### config.mk
export PLATFORM = sky130hd
export DESIGN_NAME = nand_seq_top
export DESIGN_NICKNAME = d
export VERILOG_FILES = /design/src/rtl/nand_seq_pkg.sv /design/src/rtl/nand_seq_ctrl.sv /design/src/rtl/nand_seq_dp.sv /design/src/rtl/nand_seq_top.sv
export SDC_FILE = /design/constraint.sdc
export NUM_CORES = 1
export LEC_CHECK = 0
export BUFFER_PORTS_ARGS = -buffer_cell sky130_fd_sc_hd__buf_4
export CAP_MARGIN = 25
export CORE_ASPECT_RATIO = 2
export CORE_UTILIZATION = 49
export CTS_CLUSTER_DIAMETER = 120
export DETAILED_ROUTE_END_ITERATION = 12
export HOLD_SLACK_MARGIN = 0.03
export PLACE_DENSITY = 0.84
export SLEW_MARGIN = 20
export SYNTH_ARGS = -nofsm -noshare
export SYNTH_HDL_FRONTEND = slang
export SYNTH_HIERARCHICAL = 1
export SYNTH_SLANG_ARGS = --single-unit
### constraint.sdc
create_clock -name clk -period 3.05 [get_ports clk]
set_clock_uncertainty 0.2 [all_clocks]
set_input_delay 0.4575 -clock clk [delete_from_list [all_inputs] [get_ports clk]]
set_output_delay 0.4575 -clock clk [all_outputs]
set_load 0.02 [all_outputs]
### src/rtl/nand_seq_pkg.sv
package nand_seq_pkg;

  localparam int CFG_W   = 32;
  localparam int CNT_W   = 6;
  localparam int BYTE_W  = 8;

  // Field positions of the packed timing word (decoded by the sequencer)
  localparam int WR_SETUP_LSB  = 26;
  localparam int WR_STROBE_LSB = 20;
  localparam int WR_HOLD_LSB   = 17;
  localparam int RD_SETUP_LSB  = 13;
  localparam int RD_STROBE_LSB = 7;
  localparam int RD_HOLD_LSB   = 4;
  localparam int TURN_LSB      = 2;
  localparam int SEL_STROBE_BIT = 31;

  typedef enum logic [2:0] {
    PH_IDLE,
    PH_TURN,
    PH_SETUP,
    PH_STROBE,
    PH_HOLD
  } phase_t;

  typedef struct packed {
    logic [CNT_W-1:0] setup;
    logic [CNT_W-1:0] strobe;
    logic [CNT_W-1:0] hold;
  } dirTiming_t;

  typedef struct packed {
    dirTiming_t       wr;
    dirTiming_t       rd;
    logic [CNT_W-1:0] turn;
    logic             selStrobe;
  } timing_t;

  // Strobes from the control FSM to the datapath
  typedef struct packed {
    logic busPhase;     // setup, strobe or hold of a byte
    logic strobeOn;     // strobe phase
    logic isWrite;      // direction of the access in progress
    logic selStrobe;    // chip enable acts as strobe
    logic captureByte;  // last read strobe cycle
    logic latchReq;     // request accepted this cycle
  } ctrlStrobes_t;

  function automatic timing_t decodeTiming(input logic [CFG_W-1:0] w);
    timing_t t;
    t.wr.setup  = CNT_W'(w[WR_SETUP_LSB  +: 4]);
    t.wr.strobe = CNT_W'(w[WR_STROBE_LSB +: 6]);
    t.wr.hold   = CNT_W'(w[WR_HOLD_LSB   +: 3]);
    t.rd.setup  = CNT_W'(w[RD_SETUP_LSB  +: 4]);
    t.rd.strobe = CNT_W'(w[RD_STROBE_LSB +: 6]);
    t.rd.hold   = CNT_W'(w[RD_HOLD_LSB   +: 3]);
    t.turn      = CNT_W'(w[TURN_LSB      +: 2]);
    t.selStrobe = w[SEL_STROBE_BIT];
    return t;
  endfunction

endpackage

### src/rtl/nand_seq_ctrl.sv
module nand_seq_ctrl
  import nand_seq_pkg::*;
#(
  parameter int LANES  = 4,
  parameter int LANE_W = (LANES > 1) ? $clog2(LANES) : 1
) (
  input  logic              clk,
  input  logic              rst,
  input  logic              hostReq,
  input  logic              hostWrite,
  input  logic              hostWord,
  input  logic [CFG_W-1:0]  cfgWord,
  output ctrlStrobes_t      ctl,
  output logic [LANE_W-1:0] lane,
  output logic              busy,
  output logic              done
);

  localparam logic [LANE_W-1:0] LAST_LANE = LANE_W'(LANES - 1);

  phase_t           phase;
  logic [CNT_W-1:0] cnt;
  logic [LANE_W-1:0] laneR;
  logic [LANE_W-1:0] lastLane;
  logic             isWr;
  logic             prevValid;
  logic             prevWr;
  logic             doneR;
  timing_t          tim;

  timing_t    decNow;
  dirTiming_t dirNow;
  dirTiming_t dirCur;
  logic       cntZero;
  logic       accept;
  logic       needTurn;

  always_comb begin
    decNow   = decodeTiming(cfgWord);
    dirNow   = hostWrite ? decNow.wr : decNow.rd;
    dirCur   = isWr ? tim.wr : tim.rd;
    cntZero  = (cnt == '0);
    accept   = (phase == PH_IDLE) && hostReq;
    needTurn = prevValid && (prevWr != hostWrite);
  end

  always_ff @(posedge clk) begin
    if (rst) begin
      phase     <= PH_IDLE;
      cnt       <= '0;
      laneR     <= '0;
      lastLane  <= '0;
      isWr      <= 1'b0;
      prevValid <= 1'b0;
      prevWr    <= 1'b0;
      doneR     <= 1'b0;
      tim       <= '0;
    end else begin
      doneR <= 1'b0;
      unique case (phase)
        PH_IDLE: begin
          if (accept) begin
            tim      <= decNow;
            isWr     <= hostWrite;
            laneR    <= '0;
            lastLane <= hostWord ? LAST_LANE : '0;
            if (needTurn) begin
              phase <= PH_TURN;
              cnt   <= decNow.turn;
            end else begin
              phase <= PH_SETUP;
              cnt   <= dirNow.setup;
            end
          end
        end
        PH_TURN: begin
          if (cntZero) begin
            phase <= PH_SETUP;
            cnt   <= dirCur.setup;
          end else begin
            cnt <= cnt - 1'b1;
          end
        end
        PH_SETUP: begin
          if (cntZero) begin
            phase <= PH_STROBE;
            cnt   <= dirCur.strobe;
          end else begin
            cnt <= cnt - 1'b1;
          end
        end
        PH_STROBE: begin
          if (cntZero) begin
            phase <= PH_HOLD;
            cnt   <= dirCur.hold;
          end else begin
            cnt <= cnt - 1'b1;
          end
        end
        PH_HOLD: begin
          if (!cntZero) begin
            cnt <= cnt - 1'b1;
          end else if (laneR == lastLane) begin
            phase     <= PH_IDLE;
            doneR     <= 1'b1;
            prevValid <= 1'b1;
            prevWr    <= isWr;
          end else begin
            phase <= PH_SETUP;
            cnt   <= dirCur.setup;
            laneR <= laneR + 1'b1;
          end
        end
        default: phase <= PH_IDLE;
      endcase
    end
  end

  always_comb begin
    ctl.busPhase    = (phase == PH_SETUP) || (phase == PH_STROBE) || (phase == PH_HOLD);
    ctl.strobeOn    = (phase == PH_STROBE);
    ctl.isWrite     = isWr;
    ctl.selStrobe   = tim.selStrobe;
    ctl.captureByte = (phase == PH_STROBE) && cntZero && !isWr;
    ctl.latchReq    = accept;
  end

  assign lane = laneR;
  assign busy = (phase != PH_IDLE);
  assign done = doneR;

endmodule

### src/rtl/nand_seq_dp.sv
module nand_seq_dp
  import nand_seq_pkg::*;
#(
  parameter int DATA_W      = 32,
  parameter int SYNC_STAGES = 2,
  parameter int LANES       = DATA_W / BYTE_W,
  parameter int LANE_W      = (LANES > 1) ? $clog2(LANES) : 1
) (
  input  logic              clk,
  input  logic              rst,
  input  ctrlStrobes_t      ctl,
  input  logic [LANE_W-1:0] lane,
  input  logic              addrAleBit,
  input  logic              addrCleBit,
  input  logic [DATA_W-1:0] hostWdata,
  input  logic [BYTE_W-1:0] nandDin,
  input  logic              nandRdy,
  output logic [DATA_W-1:0] hostRdata,
  output logic              hostRdy,
  output logic              nandCeN,
  output logic              nandWeN,
  output logic              nandReN,
  output logic              nandAle,
  output logic              nandCle,
  output logic [BYTE_W-1:0] nandDout,
  output logic              nandDoe
);

  logic              aleR;
  logic              cleR;
  logic [DATA_W-1:0] wdataR;
  logic [DATA_W-1:0] rdataR;
  logic [BYTE_W-1:0] laneByte [LANES];
  logic [SYNC_STAGES-1:0] rdySync;

  always_ff @(posedge clk) begin
    if (rst) begin
      aleR   <= 1'b0;
      cleR   <= 1'b0;
      wdataR <= '0;
      rdataR <= '0;
    end else begin
      if (ctl.latchReq) begin
        cleR   <= addrCleBit;
        aleR   <= addrAleBit && !addrCleBit;
        wdataR <= hostWdata;
        rdataR <= '0;
      end else if (ctl.captureByte) begin
        rdataR[lane*BYTE_W +: BYTE_W] <= nandDin;
      end
    end
  end

  for (genvar g = 0; g < LANES; g++) begin : gLane
    assign laneByte[g] = wdataR[g*BYTE_W +: BYTE_W];
  end

  if (SYNC_STAGES == 1) begin : gSync1
    always_ff @(posedge clk) begin
      if (rst) rdySync <= '0;
      else     rdySync <= nandRdy;
    end
  end else begin : gSyncN
    always_ff @(posedge clk) begin
      if (rst) rdySync <= '0;
      else     rdySync <= {rdySync[SYNC_STAGES-2:0], nandRdy};
    end
  end

  always_comb begin
    nandCeN  = !(ctl.busPhase && (!ctl.selStrobe || ctl.strobeOn));
    nandWeN  = !(ctl.strobeOn && ctl.isWrite);
    nandReN  = !(ctl.strobeOn && !ctl.isWrite);
    nandAle  = ctl.busPhase && aleR;
    nandCle  = ctl.busPhase && cleR;
    nandDoe  = ctl.busPhase && ctl.isWrite;
    nandDout = laneByte[lane];
  end

  assign hostRdata = rdataR;
  assign hostRdy   = rdySync[SYNC_STAGES-1];

endmodule

### src/rtl/nand_seq_top.sv
module nand_seq_top
  import nand_seq_pkg::*;
#(
  parameter int ADDR_W      = 16,
  parameter int DATA_W      = 32,
  parameter int ALE_BIT     = 3,
  parameter int CLE_BIT     = 4,
  parameter int SYNC_STAGES = 2
) (
  input  logic              clk,
  input  logic              rst,
  input  logic              hostReq,
  input  logic              hostWrite,
  input  logic              hostWord,
  input  logic [ADDR_W-1:0] hostAddr,
  input  logic [DATA_W-1:0] hostWdata,
  input  logic [CFG_W-1:0]  timingCfg,
  output logic              hostBusy,
  output logic              hostDone,
  output logic [DATA_W-1:0] hostRdata,
  output logic              hostRdy,
  output logic              nandCeN,
  output logic              nandWeN,
  output logic              nandReN,
  output logic              nandAle,
  output logic              nandCle,
  output logic [BYTE_W-1:0] nandDout,
  output logic              nandDoe,
  input  logic [BYTE_W-1:0] nandDin,
  input  logic              nandRdy
);

  localparam int LANES  = DATA_W / BYTE_W;
  localparam int LANE_W = (LANES > 1) ? $clog2(LANES) : 1;

  ctrlStrobes_t      ctl;
  logic [LANE_W-1:0] lane;

  nand_seq_ctrl #(
    .LANES (LANES),
    .LANE_W(LANE_W)
  ) ctrl_i (
    .clk      (clk),
    .rst      (rst),
    .hostReq  (hostReq),
    .hostWrite(hostWrite),
    .hostWord (hostWord),
    .cfgWord  (timingCfg),
    .ctl      (ctl),
    .lane     (lane),
    .busy     (hostBusy),
    .done     (hostDone)
  );

  nand_seq_dp #(
    .DATA_W     (DATA_W),
    .SYNC_STAGES(SYNC_STAGES),
    .LANES      (LANES),
    .LANE_W     (LANE_W)
  ) dp_i (
    .clk       (clk),
    .rst       (rst),
    .ctl       (ctl),
    .lane      (lane),
    .addrAleBit(hostAddr[ALE_BIT]),
    .addrCleBit(hostAddr[CLE_BIT]),
    .hostWdata (hostWdata),
    .nandDin   (nandDin),
    .nandRdy   (nandRdy),
    .hostRdata (hostRdata),
    .hostRdy   (hostRdy),
    .nandCeN   (nandCeN),
    .nandWeN   (nandWeN),
    .nandReN   (nandReN),
    .nandAle   (nandAle),
    .nandCle   (nandCle),
    .nandDout  (nandDout),
    .nandDoe   (nandDoe)
  );

endmodule

# Word level (Yosys, flattened, before mapping)

Cells that the tools add are included.

$add $sub $neg: 3
$lt $le $gt $ge: 1
Equal/unequal tests: 13
Shift operators: 2
Multiplexer cells: 28
Bitwise gates (word level): 3
Reductions and logical operators: 32

Operator list:

| operator                                              | count |
|---|---|
| 2-to-1 mux 6 bit                                      | 7 |
| negation 5 -> 34 bit                                  | 1 |
| variable shift 8 x 34 -> 32 bit, first input constant | 1 |
| indexed part select 8 x 34 -> 32 bit                  | 1 |
| bitwise mux 32 bit                                    | 1 |
| 2-to-1 mux 16 bit                                     | 2 |
| case mux 6 bit (5 select lines)                       | 1 |
| binary-select mux 8 bit (select 2 bit)                | 1 |
| 2-to-1 mux 8 bit                                      | 2 |
| 2-to-1 mux 3 bit                                      | 5 |
| case mux 3 bit (5 select lines)                       | 1 |
| 2-to-1 mux 2 bit                                      | 6 |
| logical AND 1 bit                                     | 11 |
| != test 2 x 1 -> 1 bit, second input constant         | 4 |
| == test 3 x 2 -> 1 bit, second input constant         | 2 |
| zero test 1 bit                                       | 6 |
| zero test 6 bit                                       | 1 |
| AND reduction 3 bit                                   | 2 |
| subtractor 6 x 1 -> 6 bit, second input constant      | 1 |
| AND reduction 5 bit                                   | 1 |
| nonzero test 5 bit                                    | 1 |
| != test 2 bit, second input constant                  | 2 |
| case mux 2 bit (2 select lines)                       | 1 |
| AND reduction 4 bit                                   | 1 |
| 17 further kinds                                      | 20 |

Register bits: 112
Input port bits: 94
Output and inout port bits: 49
Logic and storage cells: 102

# Longest topological paths before layout

Depth in word-level cells: 5
Mapped depth: 11
Mapped depth without buffers: 8

# Hierarchy

The synthesis kept the hierarchy.

Modules (own cells, without submodules):

| module        | instances | cells each | area each (um^2) | sequential area each (um^2) |
|---|---|---|---|---|
| nand_seq_dp   | 1         | 264        | 2782.7           | 1361.3 |
| nand_seq_ctrl | 1         | 301        | 2359.8           | 860.8 |

# Worst setup path after synthesis

Ideal clock, no wire load.

Path kind: flip-flop to flip-flop
From: register ctrl_i.cnt[0]
To: register dp_i.rdataR[24] (netlist: dp_i/hostRdata[24])
Setup time: 0.061 ns
Arrival: 2.241 ns
Required time: 2.789 ns
Path slack: 0.548 ns
Cell stages (with the launch flop): 11
Path buffers: 2
Period minus slack after synthesis: 2.502 ns
Cell sequence: dfxtp_1 > inv_1 > ha_1 > nor4b_4 > nand2_2 > buf_6 > nor3_1 > nor3b_1 > and4b_1 > buf_2 > a32o_1

RTL lines:

| element                       | line                | text |
|---|---|---|
| start, declared               | nand_seq_ctrl.sv:22 | `logic [CNT_W-1:0] cnt;` |
| start signal, assigned        | nand_seq_ctrl.sv:69 | `cnt <= decNow.turn;` |
| start signal, assigned        | nand_seq_ctrl.sv:72 | `cnt <= dirNow.setup;` |
| start signal, assigned        | nand_seq_ctrl.sv:79 | `cnt <= dirCur.setup;` |
| end signal, assigned by index | nand_seq_dp.sv:49   | `rdataR[lane*BYTE_W +: BYTE_W] <= nandDin;` |
| end, declared                 | nand_seq_dp.sv:32   | `logic [DATA_W-1:0] rdataR;` |

==> metrics.txt <==
status finished, final reports clean; commonest non-fill, non-tap cells in the layout buf_4 (134), dfxtp_1 (111), nand2_1 (90); Vias 4578; cts repair resizes 0; post-route clock period utilization 0.910; Synth Area per Inst 9.10 um^2; f_max 360 MHz; Layout Utilization 0.622; commonest non-fill, non-tap cell in the layout buf_4; minimum clock period 2.78 ns; RSZ-0062 raised after global routing false; largest cells by area after synthesis dfxtp_1 (43%), mux2i_1 (9.1%), nand2_1 (6.6%), a21oi_1 (4.8%), nor2_1 (4.6%); first-pass GRT wire length 20000 um; P&R area growth vs syn 22.7%; r2r setup slk 0.27 ns; Critical Path Most Common Cell nand2_1; post-CTS setup buffers 0; WL/cell 15.8 um; Lkg Pwr 0.00254 uW; Slew @ Worst Pin 0.783 ns; #FFs+latches synth 111; Pins Over Slew Limit 0; Net Count, Synth 665; GRT Total Usage 0.237; # hold bufs at CTS 0; critical path's slowest cell dfxtp_1; Pre-antenna DRT Iters 5; vias in the first global route 4419; Synth async-reset ratio 0; Num CTS Buffers 9; Final Hold Fails 0; R2R cell count 9; Critical Path Stages 5; Power Density 666 nW/um^2; port buffer count 125; Max IR drop VDD 0.464 mV; crit-path cells nor2_1 > nand2_1 > nand2_1 > and2_1 > buf_4; net count reported at finish 765; # diodes 0; post-synth top area share 0.432; Die W 74.4 um; Setup TNS 0 ns; WS Path Type flip-flop to output port; Synth area leader dfxtp_1; Worst-Skew Late Latency 0.34 ns; Yosys warnings 6; Reg area 2220 um^2; Max Fanout on Critical Path 18; Max Cap Violations 0; Reg clk slew, reported paths 0.07 ns; Remaining DRCs 0; Remaining Overflow, GRT 0; Fill cells 853; routability congestion estimate 0.863; area of the die 10900 um^2; initial antenna violation count 0; DPL Wire Length 9470 um; startpoint types flip-flop; Bufs and invs on worst path 1; vias per cell 5.69; CP Capture Type output port; area of the multi-input gates 2590 um^2; delay-heaviest family, CP simple AND/OR/NAND/NOR gates; type of the worst min-delay path primary input to flip-flop; Cells after Synth 565; TritonCTS clock tree yes; Iter 0 DRT Violations 235; num rows 52; Hold Path Depth 2; Die Y 147 um; root buf cell clkbuf_16; largest net degree at the start of global routing 44; layout cells sized above 1 0.252; Unique masters post-synth 65; htree depth 3; Arrival @ worst endpoint 2.12 ns; number of antenna-violating nets in the routed design 0; Synth Flop Type dfxtp_1; CP peak stage delay 0.72 ns; routed wire length 12700 um; # IOs 143; Final Setup Violations 0; synthesized area 5140 um^2; core area 10100 um^2; Clock Path Buffers 2; Initial Utilization 0.507; clock sink total 111; max_slew headroom 0.465; EDFF count, synth 0; register area share after synthesis 0.432; Critical Path RT 2.39 ns
## cell usage after synthesis, types with 5 or more instances
cell type / number
dfxtp_1: 111
nand2_1: 90
nor2_1: 63
a21oi_1: 49
mux2i_1: 47
clkbuf_1: 18
a32oi_1: 14
inv_1: 11
buf_2: 10
nor3_1: 10
nand4_1: 9
buf_6: 7
a32o_1: 6
ha_1: 6
nand2b_1: 6
nand3_1: 6
o21ai_0: 6
or3_1: 6
buf_4: 5
nand3b_1: 5
## cells by family after synthesis
logic type / Yosys count / share of synthesized area
AOI/OAI and AO/OA: 107 / 0.141
xor gates and xnor gates: 5 / 0.00852
adders and majority gates: 6 / 0.0146
buffers and inverters: 56 / 0.0640
DFF: 111 / 0.432
muxes: 58 / 0.136
and+or+nand+nor: 222 / 0.204
## through the flow
stage | setup slack, ns | total power, uW | hold WS [ns] | std cells | instance area, um^2
after global routing | 0.126 | 4440 | 0.139 | 805 | 6310
after floorplan | 0.548 | 2860 | 0.214 | 565 | 5140
after detailed placement | 0.354 | 3130 | 0.247 | 789 | 6030
final | 0.275 | 4200 | 0.139 | 805 | 6310
after global placement | 0.453 | 3080 | 0.227 | 789 | 6030
after CTS | 0.291 | 4230 | 0.122 | 805 | 6310
## state kept, by name (all words and copies together), names as in the netlist
register,count
ctrl_i/lane,2
ctrl_i/isWr,1
dp_i/rdySync,2
ctrl_i/cnt,6
ctrl_i/tim,26
dp_i/hostRdata,32
ctrl_i/prevWr,1
ctrl_i/done,1
ctrl_i/ctl,1
ctrl_i/prevValid,1
dp_i/wdataR,32
dp_i/aleR,1
ctrl_i/lastLane,1
dp_i/cleR,1
ctrl_i/phase,3
## worst reg2reg max path: cells and delay by family (launching register included)
kind | cells | cell delay [ns]
adders and majority gates | 1 | 0.28
buffers and inverters | 2 | 0.36
DFF | 1 | 0.33
and+or+nand+nor | 5 | 1.34
AOI/OAI and AO/OA | 1 | 0.21
## final timing paths
check	from	end
worst max-delay path	ctrl_i/phase[1]$_SDFFE_PP0P_	nandCle
worst min-delay path	nandRdy	dp_i/rdySync[0]$_SDFF_PP0_
worst max register to register	ctrl_i/cnt[0]$_SDFFE_PP0P_	dp_i/hostRdata[31]$_SDFFE_PP0P_
worst min register to register	dp_i/rdySync[0]$_SDFF_PP0_	dp_i/rdySync[1]$_SDFF_PP0_
## cell type report
| type | count | share of cell area |
|---|---|---|
| well taps | 135 | 0.0268 |
| multi-input cells | 398 | 0.411 |
| inverters | 11 | 0.00654 |
| flip-flops and latches | 111 | 0.352 |
| clock inverters | 6 | 0.00694 |
| repair buffers | 134 | 0.159 |
| clock buffers | 10 | 0.0379 |
## metal layers
metal,vias to the layer above,GRT usage,part of all wire
met5,-,0,0
met3,48,0.0446,0.048
li1,2201,-,-
met1,2159,0.230,0.35
met2,170,0.445,0.56
met4,0,0.125,0.042
## report_power, final
part | internal (uW) | total [uW] | switching [uW] | leakage, uW
registers | 1620 | 1790 | 168 | 0.000905
logic | 580 | 1320 | 737 | 0.00150
clock network | 577 | 1100 | 518 | 0.000127
total | 2780 | 4200 | 1420 | 0.00254
(Power assumes the default switching activity.)
